`src/rtl/cpser_pkg.sv`:
```
package cpser_pkg;
  typedef enum logic {
    ST_IDLE  = 1'b0,
    ST_SHIFT = 1'b1
  } seq_state_t;

  function automatic int unsigned frame_words(input int unsigned sym_words,
                                              input int unsigned cp_words);
    return sym_words + cp_words;
  endfunction
endpackage

```
`src/rtl/cpser_frame_build.sv`:
```
module cpser_frame_build #(
  parameter int unsigned WORD_W    = 16,
  parameter int unsigned SYM_WORDS = 16,
  parameter int unsigned CP_WORDS  = 3
) (
  input  logic [SYM_WORDS*WORD_W-1:0]              sym,
  output logic [(SYM_WORDS+CP_WORDS)*WORD_W-1:0]   frame
);
  localparam int unsigned FRAME_WORDS = cpser_pkg::frame_words(SYM_WORDS, CP_WORDS);
  localparam int unsigned TAIL_BASE   = SYM_WORDS - CP_WORDS;

  // Frame word 0 is sent first; the guard copy of the symbol tail leads.
  for (genvar i = 0; i < FRAME_WORDS; i++) begin : g_word
    if (i < CP_WORDS) begin : g_guard
      assign frame[i*WORD_W +: WORD_W] = sym[(TAIL_BASE+i)*WORD_W +: WORD_W];
    end else begin : g_body
      assign frame[i*WORD_W +: WORD_W] = sym[(i-CP_WORDS)*WORD_W +: WORD_W];
    end
  end
endmodule

```
`src/rtl/cpser_shifter.sv`:
```
module cpser_shifter #(
  parameter int unsigned WORD_W = 16,
  parameter int unsigned WORDS  = 19
) (
  input  logic                      clk,
  input  logic                      rst_n,
  input  logic                      load,
  input  logic                      shift,
  input  logic [WORDS*WORD_W-1:0]   frame_in,
  output logic [WORD_W-1:0]         word_out
);
  localparam int unsigned TOTAL_W = WORDS * WORD_W;

  logic [TOTAL_W-1:0] shreg;

  always_ff @(posedge clk or negedge rst_n) begin
    if (!rst_n) begin
      shreg <= '0;
    end else if (load) begin
      shreg <= frame_in;
    end else if (shift) begin
      shreg <= {{WORD_W{1'b0}}, shreg[TOTAL_W-1:WORD_W]};
    end
  end

  assign word_out = shreg[WORD_W-1:0];

  // each shift presents the word that stood next in line
  a_r3_next_word: assert property (@(posedge clk) disable iff (!rst_n)
    (shift && !load) |=> (word_out == $past(shreg[2*WORD_W-1:WORD_W])));
endmodule

```
`src/rtl/cpser_seq.sv`:
```
module cpser_seq #(
  parameter int unsigned FRAME_WORDS = 19
) (
  input  logic clk,
  input  logic rst_n,
  input  logic load_req,
  output logic in_ready,
  output logic load_en,
  output logic shift_en,
  output logic active
);
  import cpser_pkg::*;

  localparam int unsigned CNT_W = $clog2(FRAME_WORDS);
  localparam logic [CNT_W-1:0] LAST = CNT_W'(FRAME_WORDS - 1);

  seq_state_t       state;
  logic [CNT_W-1:0] cnt;

  assign active   = (state == ST_SHIFT);
  assign in_ready = (state == ST_IDLE) || (cnt == LAST);
  assign load_en  = load_req && in_ready;
  assign shift_en = active && !load_en;

  always_ff @(posedge clk or negedge rst_n) begin
    if (!rst_n) begin
      state <= ST_IDLE;
      cnt   <= '0;
    end else if (load_en) begin
      state <= ST_SHIFT;
      cnt   <= '0;
    end else if (state == ST_SHIFT) begin
      if (cnt == LAST) begin
        state <= ST_IDLE;
        cnt   <= '0;
      end else begin
        cnt <= cnt + 1'b1;
      end
    end
  end

  // an accepted symbol starts at word 0 on the next cycle
  a_r4_start: assert property (@(posedge clk) disable iff (!rst_n)
    load_en |=> (active && cnt == '0));
  // a running frame advances one word per cycle
  a_r5_step: assert property (@(posedge clk) disable iff (!rst_n)
    (active && cnt != LAST) |=> (active && cnt == $past(cnt) + 1'b1));
  // the frame ends after its last word unless a new one was taken
  a_r5_stop: assert property (@(posedge clk) disable iff (!rst_n)
    (active && cnt == LAST && !load_req) |=> !active);
  // a strobe during words 0..17 does not restart the count
  a_r6_ignore: assert property (@(posedge clk) disable iff (!rst_n)
    (active && cnt != LAST && load_req) |=> (cnt != '0));
endmodule

```
`src/rtl/cp_frame_serializer.sv`:
```
module cp_frame_serializer #(
  parameter int unsigned SAMPLE_W = 16,
  parameter int unsigned N_POINTS = 8,
  parameter int unsigned CP_WORDS = 3
) (
  input  logic                            clk,
  input  logic                            rst_n,
  input  logic                            in_valid,
  output logic                            in_ready,
  input  logic [2*N_POINTS*SAMPLE_W-1:0]  in_symbol,
  output logic                            out_valid,
  output logic [SAMPLE_W-1:0]             out_data
);
  localparam int unsigned SYM_WORDS   = 2 * N_POINTS;
  localparam int unsigned FRAME_WORDS = cpser_pkg::frame_words(SYM_WORDS, CP_WORDS);
  localparam int unsigned FRAME_W     = FRAME_WORDS * SAMPLE_W;
  localparam int unsigned GUARD_LSB   = (SYM_WORDS - CP_WORDS) * SAMPLE_W;

  logic               load_en;
  logic               shift_en;
  logic [FRAME_W-1:0] frame;

  cpser_frame_build #(
    .WORD_W   (SAMPLE_W),
    .SYM_WORDS(SYM_WORDS),
    .CP_WORDS (CP_WORDS)
  ) u_build (
    .sym  (in_symbol),
    .frame(frame)
  );

  cpser_seq #(
    .FRAME_WORDS(FRAME_WORDS)
  ) u_seq (
    .clk     (clk),
    .rst_n   (rst_n),
    .load_req(in_valid),
    .in_ready(in_ready),
    .load_en (load_en),
    .shift_en(shift_en),
    .active  (out_valid)
  );

  cpser_shifter #(
    .WORD_W(SAMPLE_W),
    .WORDS (FRAME_WORDS)
  ) u_shift (
    .clk     (clk),
    .rst_n   (rst_n),
    .load    (load_en),
    .shift   (shift_en),
    .frame_in(frame),
    .word_out(out_data)
  );

  // the first word after acceptance is the first guard word
  a_r2_guard_first: assert property (@(posedge clk) disable iff (!rst_n)
    (in_valid && in_ready) |=>
      (out_valid && out_data == $past(in_symbol[GUARD_LSB +: SAMPLE_W])));
  // a strobe that meets a busy block never restarts the frame
  a_r6_busy_hold: assert property (@(posedge clk) disable iff (!rst_n)
    (in_valid && !in_ready) |=> out_valid);
endmodule

```
`config.mk`:
```
export PLATFORM = sky130hd
export DESIGN_NAME = cp_frame_serializer
export DESIGN_NICKNAME = d
export VERILOG_FILES = /design/src/rtl/cpser_pkg.sv /design/src/rtl/cpser_frame_build.sv /design/src/rtl/cpser_shifter.sv /design/src/rtl/cpser_seq.sv /design/src/rtl/cp_frame_serializer.sv
export SDC_FILE = /design/constraint.sdc
export NUM_CORES = 1
export LEC_CHECK = 0
export ABC_AREA = 0
export BUFFER_PORTS_ARGS = -buffer_cell sky130_fd_sc_hd__clkbuf_2
export CAP_MARGIN = 20
export CORE_MARGIN = 1
export CORE_UTILIZATION = 55
export CTS_CLUSTER_DIAMETER = 120
export DETAILED_ROUTE_END_ITERATION = 10
export PLACE_DENSITY = 0.9
export REMOVE_ABC_BUFFERS = 1
export SLEW_MARGIN = 15
export SYNTH_ARGS = -nofsm -noshare
export SYNTH_HDL_FRONTEND = slang
export SYNTH_SLANG_ARGS = --single-unit
```
`constraint.sdc`:
```
create_clock -name clk -period 4.3 [get_ports clk]
set_input_delay 0.86 -clock clk [delete_from_list [all_inputs] [get_ports clk]]
set_output_delay 0.86 -clock clk [all_outputs]
set_load 0.01 [all_outputs]
```
==> impl_metrics.toml <==
[outcome]
status = "complete, no violations"

[sta]
setup_viol = 0
fin_crit_ns = 2.905
timing.final.crit_share_pct = 67.56
slew_viol_final = 0
worst_pin_slew_ns = 1.231
finalClockSkew_ns = 0.02747
finalHoldViolCount = 0
rsz0062_at_grt = "false"
clock.fmax_mhz = 344.2
slew_headroom_pct = 17.96

[drt]
drcViolationCount = 0
vias_per_cell = 6.266
antenna_left = 0
drtPass1Iterations = 7
num_vias = 12288
wl_per_cell_um = 19.92
finalWirelength_um = 39070
drtIter0Drc = 1084

[power]
combPwrFrac_pct = 27.0
power_uw = 10310
peakVddDrop_v = 0.0003589
p_sw_share_pct = 31.45
seq_power_share_pct = 43.3
netSwitchingPower_uw = 3242
cellPowerDensity_nw_per_um2 = 554.5
clockPowerShare_pct = 29.7
cell_internal_pwr_uw = 7069
p_leak_uw = 0.01077

[clock_tree]
cts_max_level = 2
clkTransAtPathRegs_ns = 0.06
hold_buffers = 0
cts_sinks = 310
post_cts_buffers = 0
cts_buffer_depth = 3
cts_tree = "yes"
worst_skew_pair.late_latency_ns = 0.51
cts_resized = 0
numCtsBuffers = 36
clock-root-buffer = "clkbuf_16"

[global_route]
grt_pass1_wl_um = 64590
antenna_found_initial = 6
grt_max_degree = 160
overflow = 0
grt_pass1_vias = 12439
track_usage_pct = 25.71

[die]
die_w_um = 173.4
start_util_pct = 56.14
io_pins = 277
core-area_um2 = 28780
dieArea_um2 = 30070
fp.dieH_um = 173.4
rows = 62

[placement]
place.gp.congestion = 0.8167
place_area_um2 = 17400
hpwl_um = 23400
portBuffers = 276

[setup_path]
timing.rr.start = "u_seq.active$_DFF_PN0_"
crit_path_start_kind = "register"
critPathRequiredTime_ns = 3.44
startpoint = "u_seq.active$_DFF_PN0_"
endpoint_kind = "primary output"
path_max_fanout = 41
reg2reg_slack_ns = 1.65
arrival_ns = 2.04
crit_type = "register to primary output"

[cells_and_area]
final_cell_mix = "309 x dfrtp_1, 293 x nand2_1, 288 x mux2i_1, 275 x clkbuf_2, 220 x o221a_1"
drive_gt1_share_pct = 26.80
n_fill_cell = 2162
fin_area_um2 = 18600
nNetsFinal = 1807
syn_to_final_growth_pct = 15.09
final_common_cell = "dfrtp_1"

[logic_synthesis]
ys_seq_area_share_pct = 48.01
synth_area_um2 = 16160
yosys_warnings = 0
synth_cell_type_count = 21
ys_ff_latch = 310
synthCells = 1364
syn_area_per_cell_um2 = 11.85

[flow_run]
drv_cap = 0

[min_path]
hp-class = "input port to async pin"
[synthesized netlist by cell type]
master	instances	area [um2]
xor2_1	2	17.52
a21oi_1	1	5.000
clkbuf_1	42	157.7
buf_2	63	315.3
nor2_1	1	3.750
o221a_2	68	765.7
ha_1	2	25.02
a22o_1	16	140.1
buf_6	25	281.5
mux2i_1	288	2883
o21ai_0	6	30.03
buf_1	1	3.750
o221a_1	220	2477
nand3_1	3	15.01
nor2b_1	1	6.260
inv_1	2	7.510
buf_4	17	127.6
nand4bb_4	1	27.53
dfrtp_1	310	7757
nand2_1	294	1104
a21o_1	1	7.510
[worst max-delay path, stage by stage (launching register included)]
cell,delay (ns)
dfrtp_4,0.91
nand2_4,0.37
clkbuf_2,0.24
[stage by stage]
step	hold WS, ns	utilization (%)	setup TNS, ns	worst slack, ns	cells
after floorplan	0.4885	-	-5310.95	-17.69	1216
after CTS	0.4534	64.56	0	1.356	1955
after detailed placement	0.5176	60.45	0	1.555	1892
final	0.4181	64.62	0	1.395	1961
after global routing	0.4760	64.61	0	1.285	1960
after global placement	0.5064	60.45	0	1.594	1892
[cell families (layout without fill, tap and decap cells)]
kind of cell               count (synthesis)  in the layout  share of synthesized area, %
adders and majority gates                  2              2                        0.1548
buffers and inverters                    150            357                         5.529
muxes                                    288            288                         17.84
xor gates and xnor gates                   2              2                        0.1084
other                                      0              6                             0
DFF                                      310            310                         48.01
and+or+nand+nor                          300            300                         7.155
AOI/OAI and AO/OA                        312            312                         21.20
[power by group through the flow]
stage	clock (uW)	combinational (uW)	sequential, uW
after CTS	3120	2800	4450
after detailed placement	0	2770	4470
after global routing	3240	3060	4570
after floorplan	0	2510	4400
final	3060	2790	4460
after global placement	0	2650	4410
[state kept, by name, indices dropped and copies added (netlist names)]
name / cells
u_seq.cnt: 5
u_seq.active: 1
u_shift.shreg: 304
[layer usage]
layer | global-route usage, % | share of wire (%) | routed length [um] | vias up
li1 | - | - | - | 5590
met1 | 35.41 | 43 | 16790 | 6201
met2 | 40.63 | 48 | 18750 | 425
met3 | 5.110 | 6.5 | 2528 | 72
met4 | 8.923 | 2.6 | 998 | 0
met5 | 0 | 0 | 0 | -
[worst paths after layout]
kind | endpoint | depth (start not counted)
max | in_ready | 2
max reg2reg | u_shift.shreg[74]$_DFFE_PN0P_ | 4
min reg2reg | u_shift.shreg[293]$_DFFE_PN0P_ | 1
min | u_shift.shreg[126]$_DFFE_PN0P_ | 1
min in group clk | u_shift.shreg[293]$_DFFE_PN0P_ | 1
max in group asynchronous | u_shift.shreg[283]$_DFFE_PN0P_ | 2
[final cells by class]
| class | count | area, um2 | share of cell area [%] |
|---|---|---|---|
| antenna | 6 | 15.01 | 0.08074 |
| multi-input combinational | 904 | 7541 | 40.55 |
| tap | 384 | 480.5 | 2.584 |
| clock buffer | 52 | 1042 | 5.605 |
| timing repair buffer | 292 | 1599 | 8.599 |
| inverter | 2 | 15.01 | 0.08074 |
| sequential | 310 | 7761 | 41.73 |
| clock inverter | 11 | 142.6 | 0.7670 |
(Power assumes the default switching activity.)
